## src/rtl/tw_pkg.sv

```systemverilog
package tw_pkg;

  typedef enum logic [2:0] {
    ST_IDLE = 3'd0,
    ST_CMD  = 3'd1,
    ST_RD   = 3'd2,
    ST_WR   = 3'd3,
    ST_DONE = 3'd4
  } tw_state_e;

  typedef struct packed {
    logic       go_trim;
    logic       go_rd;
    logic       go_wr;
    logic       sel_gated;
    logic [2:0] trim;
    logic       clr_c;
    logic       clr_g;
  } tw_cmd_t;

  localparam int unsigned CMD_BITS  = 8;
  localparam int unsigned TRIM_BITS = 3;

endpackage

```

## src/rtl/tw_sync.sv

```systemverilog
module tw_sync #(
  parameter int unsigned W      = 3,
  parameter int unsigned STAGES = 2
) (
  input  logic         clk,
  input  logic         rst,
  input  logic [W-1:0] d,
  output logic [W-1:0] lvl,
  output logic [W-1:0] rise,
  output logic [W-1:0] fall
);

  for (genvar b = 0; b < W; b++) begin : g_bit
    logic [STAGES-1:0] chain;
    logic              prev;
    always_ff @(posedge clk) begin
      if (rst) begin
        chain <= '0;
        prev  <= 1'b0;
      end else begin
        chain <= {chain[STAGES-2:0], d[b]};
        prev  <= chain[STAGES-1];
      end
    end
    assign lvl[b]  = chain[STAGES-1];
    assign rise[b] = chain[STAGES-1] & ~prev;
    assign fall[b] = ~chain[STAGES-1] & prev;
  end

endmodule

```

## src/rtl/tw_cmd_decode.sv

```systemverilog
module tw_cmd_decode
  import tw_pkg::*;
(
  input  logic [CMD_BITS-1:0] raw,
  output tw_cmd_t             cmd
);

  logic pick_c, pick_g, rd;

  always_comb begin
    pick_c        = raw[7];
    pick_g        = raw[6];
    rd            = raw[0];
    cmd.go_trim   = pick_c & pick_g;
    cmd.go_rd     = (pick_c ^ pick_g) & rd;
    cmd.go_wr     = (pick_c ^ pick_g) & ~rd;
    cmd.sel_gated = pick_g;
    cmd.trim      = raw[5:3];
    cmd.clr_c     = raw[2];
    cmd.clr_g     = raw[1];
  end

endmodule

```

## src/rtl/tw_readout.sv

```systemverilog
module tw_readout #(
  parameter int unsigned DW = 32
) (
  input  logic          clk,
  input  logic          rst,
  input  logic          snap,
  input  logic [DW-1:0] snap_val,
  input  logic          shift,
  input  logic          drive_ok,
  input  logic          sclk_lvl,
  output logic          dout,
  output logic          doe
);

  logic [DW-1:0] hold;

  always_ff @(posedge clk) begin
    if (rst) begin
      hold <= '0;
      dout <= 1'b0;
      doe  <= 1'b0;
    end else begin
      if (snap) begin
        hold <= snap_val;
      end else if (shift) begin
        dout <= hold[0];
        hold <= {1'b0, hold[DW-1:1]};
      end
      doe <= drive_ok & ~sclk_lvl;
    end
  end

  AST_SNAP_NOT_SHIFT: assert property (@(posedge clk) disable iff (rst)
    !(snap && shift));

endmodule

```

## src/rtl/tw_port.sv

```systemverilog
module tw_port
  import tw_pkg::*;
#(
  parameter int unsigned DW = 32
) (
  input  logic          clk,
  input  logic          rst,
  input  logic          vcc_ok,
  input  logic          ser_en,
  input  logic          ser_clk,
  input  logic          ser_din,
  output logic          ser_dout,
  output logic          ser_doe,
  input  logic [DW-1:0] cnt_cont_i,
  input  logic [DW-1:0] cnt_gated_i,
  output logic          snap_req,
  output logic          snap_sel,
  output logic          load_stb,
  output logic          load_sel,
  output logic [DW-1:0] load_data,
  output logic          clr_cont,
  output logic          clr_gated,
  output logic          trim_we,
  output logic [TRIM_BITS-1:0] trim_val
);

  localparam int unsigned CBW = $clog2(CMD_BITS);
  localparam int unsigned DCW = $clog2(DW + 1);
  localparam logic [CBW-1:0] CMD_LAST  = CBW'(CMD_BITS - 1);
  localparam logic [DCW-1:0] DATA_LAST = DCW'(DW - 1);
  localparam logic [DCW-1:0] DATA_ALL  = DCW'(DW);

  // synchronized pins: bit 0 enable, bit 1 clock, bit 2 data
  logic [2:0] s_lvl, s_rise, s_fall;
  tw_sync #(.W(3), .STAGES(2)) u_sync (
    .clk  (clk),
    .rst  (rst),
    .d    ({ser_din, ser_clk, ser_en}),
    .lvl  (s_lvl),
    .rise (s_rise),
    .fall (s_fall)
  );

  logic en_lvl, en_rise, en_fall, sck_lvl, sck_rise, sck_fall, din_lvl;
  assign en_lvl   = s_lvl[0];
  assign en_rise  = s_rise[0];
  assign en_fall  = s_fall[0];
  assign sck_lvl  = s_lvl[1];
  assign sck_rise = s_rise[1];
  assign sck_fall = s_fall[1];
  assign din_lvl  = s_lvl[2];

  tw_state_e          state;
  logic [CMD_BITS-1:0] cmd_sr;
  logic [CBW-1:0]     bcnt;
  logic [DCW-1:0]     dcnt;
  logic [DW-1:0]      wbuf;
  logic               sel_q;
  logic               pend_c, pend_g;

  logic [CMD_BITS-1:0] cmd_next;
  tw_cmd_t             dec;
  assign cmd_next = {din_lvl, cmd_sr[CMD_BITS-1:1]};

  tw_cmd_decode u_dec (
    .raw (cmd_next),
    .cmd (dec)
  );

  logic cmd_done, snap_go, rd_shift, drive_ok;
  assign cmd_done = (state == ST_CMD) && sck_rise && (bcnt == CMD_LAST);
  assign snap_go  = cmd_done && dec.go_rd;
  assign rd_shift = (state == ST_RD) && sck_fall && (dcnt != DATA_ALL);
  assign drive_ok = vcc_ok && en_lvl && (state == ST_RD) && (dcnt != '0);

  tw_readout #(.DW(DW)) u_rd (
    .clk      (clk),
    .rst      (rst),
    .snap     (snap_go),
    .snap_val (dec.sel_gated ? cnt_gated_i : cnt_cont_i),
    .shift    (rd_shift),
    .drive_ok (drive_ok),
    .sclk_lvl (sck_lvl),
    .dout     (ser_dout),
    .doe      (ser_doe)
  );

  always_ff @(posedge clk) begin
    if (rst || !vcc_ok) begin
      state     <= ST_IDLE;
      cmd_sr    <= '0;
      bcnt      <= '0;
      dcnt      <= '0;
      wbuf      <= '0;
      sel_q     <= 1'b0;
      pend_c    <= 1'b0;
      pend_g    <= 1'b0;
      snap_req  <= 1'b0;
      snap_sel  <= 1'b0;
      load_stb  <= 1'b0;
      load_sel  <= 1'b0;
      load_data <= '0;
      clr_cont  <= 1'b0;
      clr_gated <= 1'b0;
      trim_we   <= 1'b0;
      trim_val  <= '0;
    end else begin
      snap_req  <= 1'b0;
      load_stb  <= 1'b0;
      clr_cont  <= 1'b0;
      clr_gated <= 1'b0;
      trim_we   <= 1'b0;
      if (!en_lvl) begin
        state <= ST_IDLE;
        if (en_fall) begin
          clr_cont  <= pend_c;
          clr_gated <= pend_g;
        end
        pend_c <= 1'b0;
        pend_g <= 1'b0;
      end else begin
        unique case (state)
          ST_IDLE: begin
            if (en_rise) begin
              state <= ST_CMD;
              bcnt  <= '0;
              dcnt  <= '0;
            end
          end
          ST_CMD: begin
            if (sck_rise) begin
              cmd_sr <= cmd_next;
              bcnt   <= bcnt + 1'b1;
              if (bcnt == CMD_LAST) begin
                pend_c <= dec.clr_c;
                pend_g <= dec.clr_g;
                sel_q  <= dec.sel_gated;
                if (dec.go_trim) begin
                  trim_we  <= 1'b1;
                  trim_val <= dec.trim;
                  state    <= ST_DONE;
                end else if (dec.go_rd) begin
                  snap_req <= 1'b1;
                  snap_sel <= dec.sel_gated;
                  state    <= ST_RD;
                end else if (dec.go_wr) begin
                  state <= ST_WR;
                end else begin
                  state <= ST_DONE;
                end
              end
            end
          end
          ST_RD: begin
            if (rd_shift) begin
              dcnt <= dcnt + 1'b1;
            end else if (sck_rise && dcnt == DATA_ALL) begin
              state <= ST_DONE;
            end
          end
          ST_WR: begin
            if (sck_rise) begin
              wbuf <= {din_lvl, wbuf[DW-1:1]};
              dcnt <= dcnt + 1'b1;
              if (dcnt == DATA_LAST) begin
                load_stb  <= 1'b1;
                load_sel  <= sel_q;
                load_data <= {din_lvl, wbuf[DW-1:1]};
                state     <= ST_DONE;
              end
            end
          end
          default: ;
        endcase
      end
    end
  end

  AST_EN_LOW_NO_DRIVE: assert property (@(posedge clk) disable iff (rst)
    !en_lvl |=> !ser_doe);
  AST_CLR_AT_FALL: assert property (@(posedge clk) disable iff (rst)
    (clr_cont || clr_gated) |-> $past(en_fall));
  AST_LOAD_AT_RISE: assert property (@(posedge clk) disable iff (rst)
    load_stb |-> $past(sck_rise) && $past(state == ST_WR));
  AST_SNAP_AT_RISE: assert property (@(posedge clk) disable iff (rst)
    snap_req |-> $past(sck_rise) && $past(state == ST_CMD));
  AST_ONE_STROBE: assert property (@(posedge clk) disable iff (rst)
    $onehot0({snap_req, load_stb, trim_we}));
  AST_DONE_QUIET: assert property (@(posedge clk) disable iff (rst)
    (state == ST_DONE) |=> !(snap_req || load_stb || trim_we));
  AST_VCC_BLOCKS: assert property (@(posedge clk) disable iff (rst)
    !vcc_ok |=> !(snap_req || load_stb || trim_we || clr_cont || clr_gated));
  AST_DRIVE_IN_READ: assert property (@(posedge clk) disable iff (rst)
    ser_doe |-> $past(state == ST_RD));

endmodule

```

## config.mk

```make
export PLATFORM = sky130hd
export DESIGN_NAME = tw_port
export DESIGN_NICKNAME = d
export VERILOG_FILES = /design/src/rtl/tw_pkg.sv /design/src/rtl/tw_sync.sv /design/src/rtl/tw_cmd_decode.sv /design/src/rtl/tw_readout.sv /design/src/rtl/tw_port.sv
export SDC_FILE = /design/constraint.sdc
export NUM_CORES = 1
export LEC_CHECK = 0
export BUFFER_PORTS_ARGS = -buffer_cell sky130_fd_sc_hd__buf_2
export CAP_MARGIN = 20
export CORE_MARGIN = 4
export CORE_UTILIZATION = 30
export CTS_BUF_LIST = sky130_fd_sc_hd__clkbuf_16
export DETAILED_ROUTE_END_ITERATION = 8
export PLACE_DENSITY_LB_ADDON = 0.05
export SLEW_MARGIN = 20
export SYNTH_ARGS = -nofsm -noshare
export SYNTH_HDL_FRONTEND = slang
export SYNTH_SLANG_ARGS = --single-unit
```

## constraint.sdc

```tcl
create_clock -name clk -period 1.9 [get_ports clk]
set_clock_uncertainty 0.15 [all_clocks]
set_input_delay 0.285 -clock clk [delete_from_list [all_inputs] [get_ports clk]]
set_output_delay 0.285 -clock clk [all_outputs]
set_load 0.05 [all_outputs]
```

==> results.cfg <==
[run_status]
outcome = complete, but fails checks
violations = setup timing

[clock_tree]
cts_tree = done
clk_latency_ps = 410
numCtsBuffers = 17
clock-sinks = 137
clk_pin_slew_ps = 60
cts_buffer_depth = 2
root_buffer = clkbuf_16
ctsHtreeMaxLevel = 4

[synthesis]
ys_ff_latch = 137
ys_types = 51
synth-main-ff-cell = dfxtp_1
synth_edf_count = 0
ys_warn_count = 0
synth-seq-area-share_pct = 49.4
synth_nets = 673
syn_avg_cell_area_sq_um = 9.29
syn-instance-count = 598
async_flop_share_pct = 0
synth_area_sq_um = 5550

[routing]
routed_wl_microns = 15400
drtPass1Iterations = 4
vias = 4854
vias_per_cell = 4.95
antenna_left = 0
routedWlPerCell_microns = 15.7
drc = 0
drt-initial-drc-count = 294

[place]
pre_cts_ws_ps = -121
gp_congestion = 0.802
dp_hpwl_microns = 9900
io_buffers = 113

[critical_path]
end_kind = register
cpLargestDelayFamily = simple AND/OR/NAND/NOR gates
required_ps = 2050
crit_type = register to register
path_buf_inv = 0
path_common_cell = ha_4
crit_path_top_delay_cell = or4bb_1
r2r_start = bcnt[1]
worstPathCellList = ha_4, ha_4, or4bb_1, o311ai_2, and4_4, mux2_4
cp.arrival_ps = 2170
slowest_delay_ps = 420
critPathLaunchType = register
startpoint = bcnt[1]
path_max_fanout = 3

[global_route]
grt_start_max_net_pins = 37
globalRouteMet1Util_pct = 19.8
use_met2_pct = 22.1
overflow = 0
top_usage_layer = met2
grt_pass1_wl_microns = 23700
grt_usage_pct = 14.4
antenna_found_initial = 0
grt_pass1_vias = 4623
grtUsageMet3_pct = 3.37

[die]
die_x_microns = 144
io_pins = 114
row_count = 49
die_area_sq_um = 20800
core_area_sq_um = 18100
start_util_pct = 30.7
chipHeight_microns = 144

[finish]
diodes = 0
final_common_cell = dfxtp_1
n_fill_cell = 1751
finalNetCount = 813
final_cell_mix = 130 x dfxtp_1, 113 x buf_2, 88 x nand2_1, 78 x a21oi_1, 44 x nand3_1
layout-drive-gt1-share_pct = 31.0
syn_to_final_growth_pct = 35.6
final_util_pct = 41.6

[timing]
fmax_mhz = 497
worst_hold_slack_ps = 117
setup_viol = 28
slew_viol_final = 0
hold_viol = 0
worst_slack_ps = -113
finalCritPeriodShare_pct = 106
rsz0062_at_grt = yes
min_period_ps = 2010
timing.slew.headroom_pct = 74.5
worst_pin_slew_ps = 382

[power]
leakagePower_uw = 0.00288
vdd_drop_max_v = 0.000512
cellPowerDensity_nw_per_um2 = 844

[min_path]
hold_class = primary input to register
min_from = cnt_cont_i[24]

[run]
maxCapViolCount = 0
layer usage:
metal	share of wire (%)	wire (microns)
met2	44	6820
met1	50	7690
met5	0	0
met4	1.2	178
met3	4.4	672
final cells by class:
class                           count  area (sq um)  share of cell area [%]
Timing Repair Buffer              170          1180                    15.7
Sequential cell                   137          2750                    36.6
Multi-Input combinational cell    406          2700                    35.8
Clock inverter                     15           159                    2.11
Inverter                            6          22.5                   0.299
Clock buffer                       17           425                    5.65
Tap cell                          229           287                    3.80
cells in the mapped netlist, types with 3 or more instances:
library cell | number | area, sq um
dfxtp_1 | 137 | 2740
nand2_1 | 88 | 330
a21oi_1 | 78 | 390
nand3_1 | 45 | 225
mux2i_1 | 40 | 400
a22o_1 | 31 | 272
a2bb2oi_1 | 31 | 272
clkbuf_1 | 27 | 101
buf_2 | 16 | 80.1
nor2_1 | 14 | 52.6
nor2b_1 | 12 | 75.1
nand2b_1 | 7 | 43.8
inv_1 | 6 | 22.5
ha_1 | 5 | 62.6
o21ai_0 | 5 | 25.0
a32o_1 | 4 | 40.0
buf_1 | 4 | 15.0
nor3_1 | 4 | 20.0
o211ai_1 | 3 | 22.5
or2_2 | 3 | 18.8
sequential cells by signal (all words and copies together) (netlist names), 2 cells and up:
signal / flops
wbuf: 31
trim_val: 3
u_rd.hold: 32
bcnt: 3
u_sync.g_bit.prev: 2
u_sync.g_bit.chain: 6
load_data: 32
dcnt: 6
cmd_sr: 7
state: 3
final timing paths:
| kind | slack [ps] | to | depth (start not counted) |
|---|---|---|---|
| max | -110 | state[1] | 6 |
| min | 120 | u_rd.hold[24] | 4 |
| max reg2reg | -110 | state[1] | 6 |
| min reg2reg | 290 | u_sync.g_bit[1].chain[1] | 1 |
kinds of logic after synthesis:
kind of cell	share of synthesized area (%)
mux	7.41
buf+inv	4.35
compound gates	20.6
flops	49.4
simple gates	17.1
fa+ha+maj	1.13
power breakdown:
| part | internal (uW) | switching (uW) | leakage (uW) | total (uW) |
|---|---|---|---|---|
| sequential | 2880 | 5.55 | 0.00111 | 2880 |
| combinational | 114 | 109 | 0.00149 | 223 |
| clock | 1860 | 1400 | 0.000283 | 3250 |
worst reg2reg max path: cells and delay by family, from the launching register on:
kind,cells,cell delay [ps]
mux,1,300
fa+ha+maj,2,270
compound gates,1,120
simple gates,2,710
flops,1,350
what timing repair did:
item	4_1_cts	5_1_grt
resized for setup	4	18
hold endpoints to repair	3	0
setup buffers	4	1
hold buffers	3	0
cloned	1	4
pin swaps	5	6
endpoints found under the setup margin	73	77
through the flow:
| step | setup TNS [ps] | power (uW) | cells | cell area, sq um |
|---|---|---|---|---|
| floorplan | -349 | 3040 | 598 | 5600 |
| detailed placement | -6530 | 3170 | 935 | 6670 |
| finish | -782 | 6360 | 980 | 7530 |
| global route | -6660 | 6580 | 980 | 7530 |
| global placement | -3960 | 3160 | 935 | 6670 |
| CTS | -2630 | 6460 | 975 | 7360 |
(Power assumes the default switching activity.)
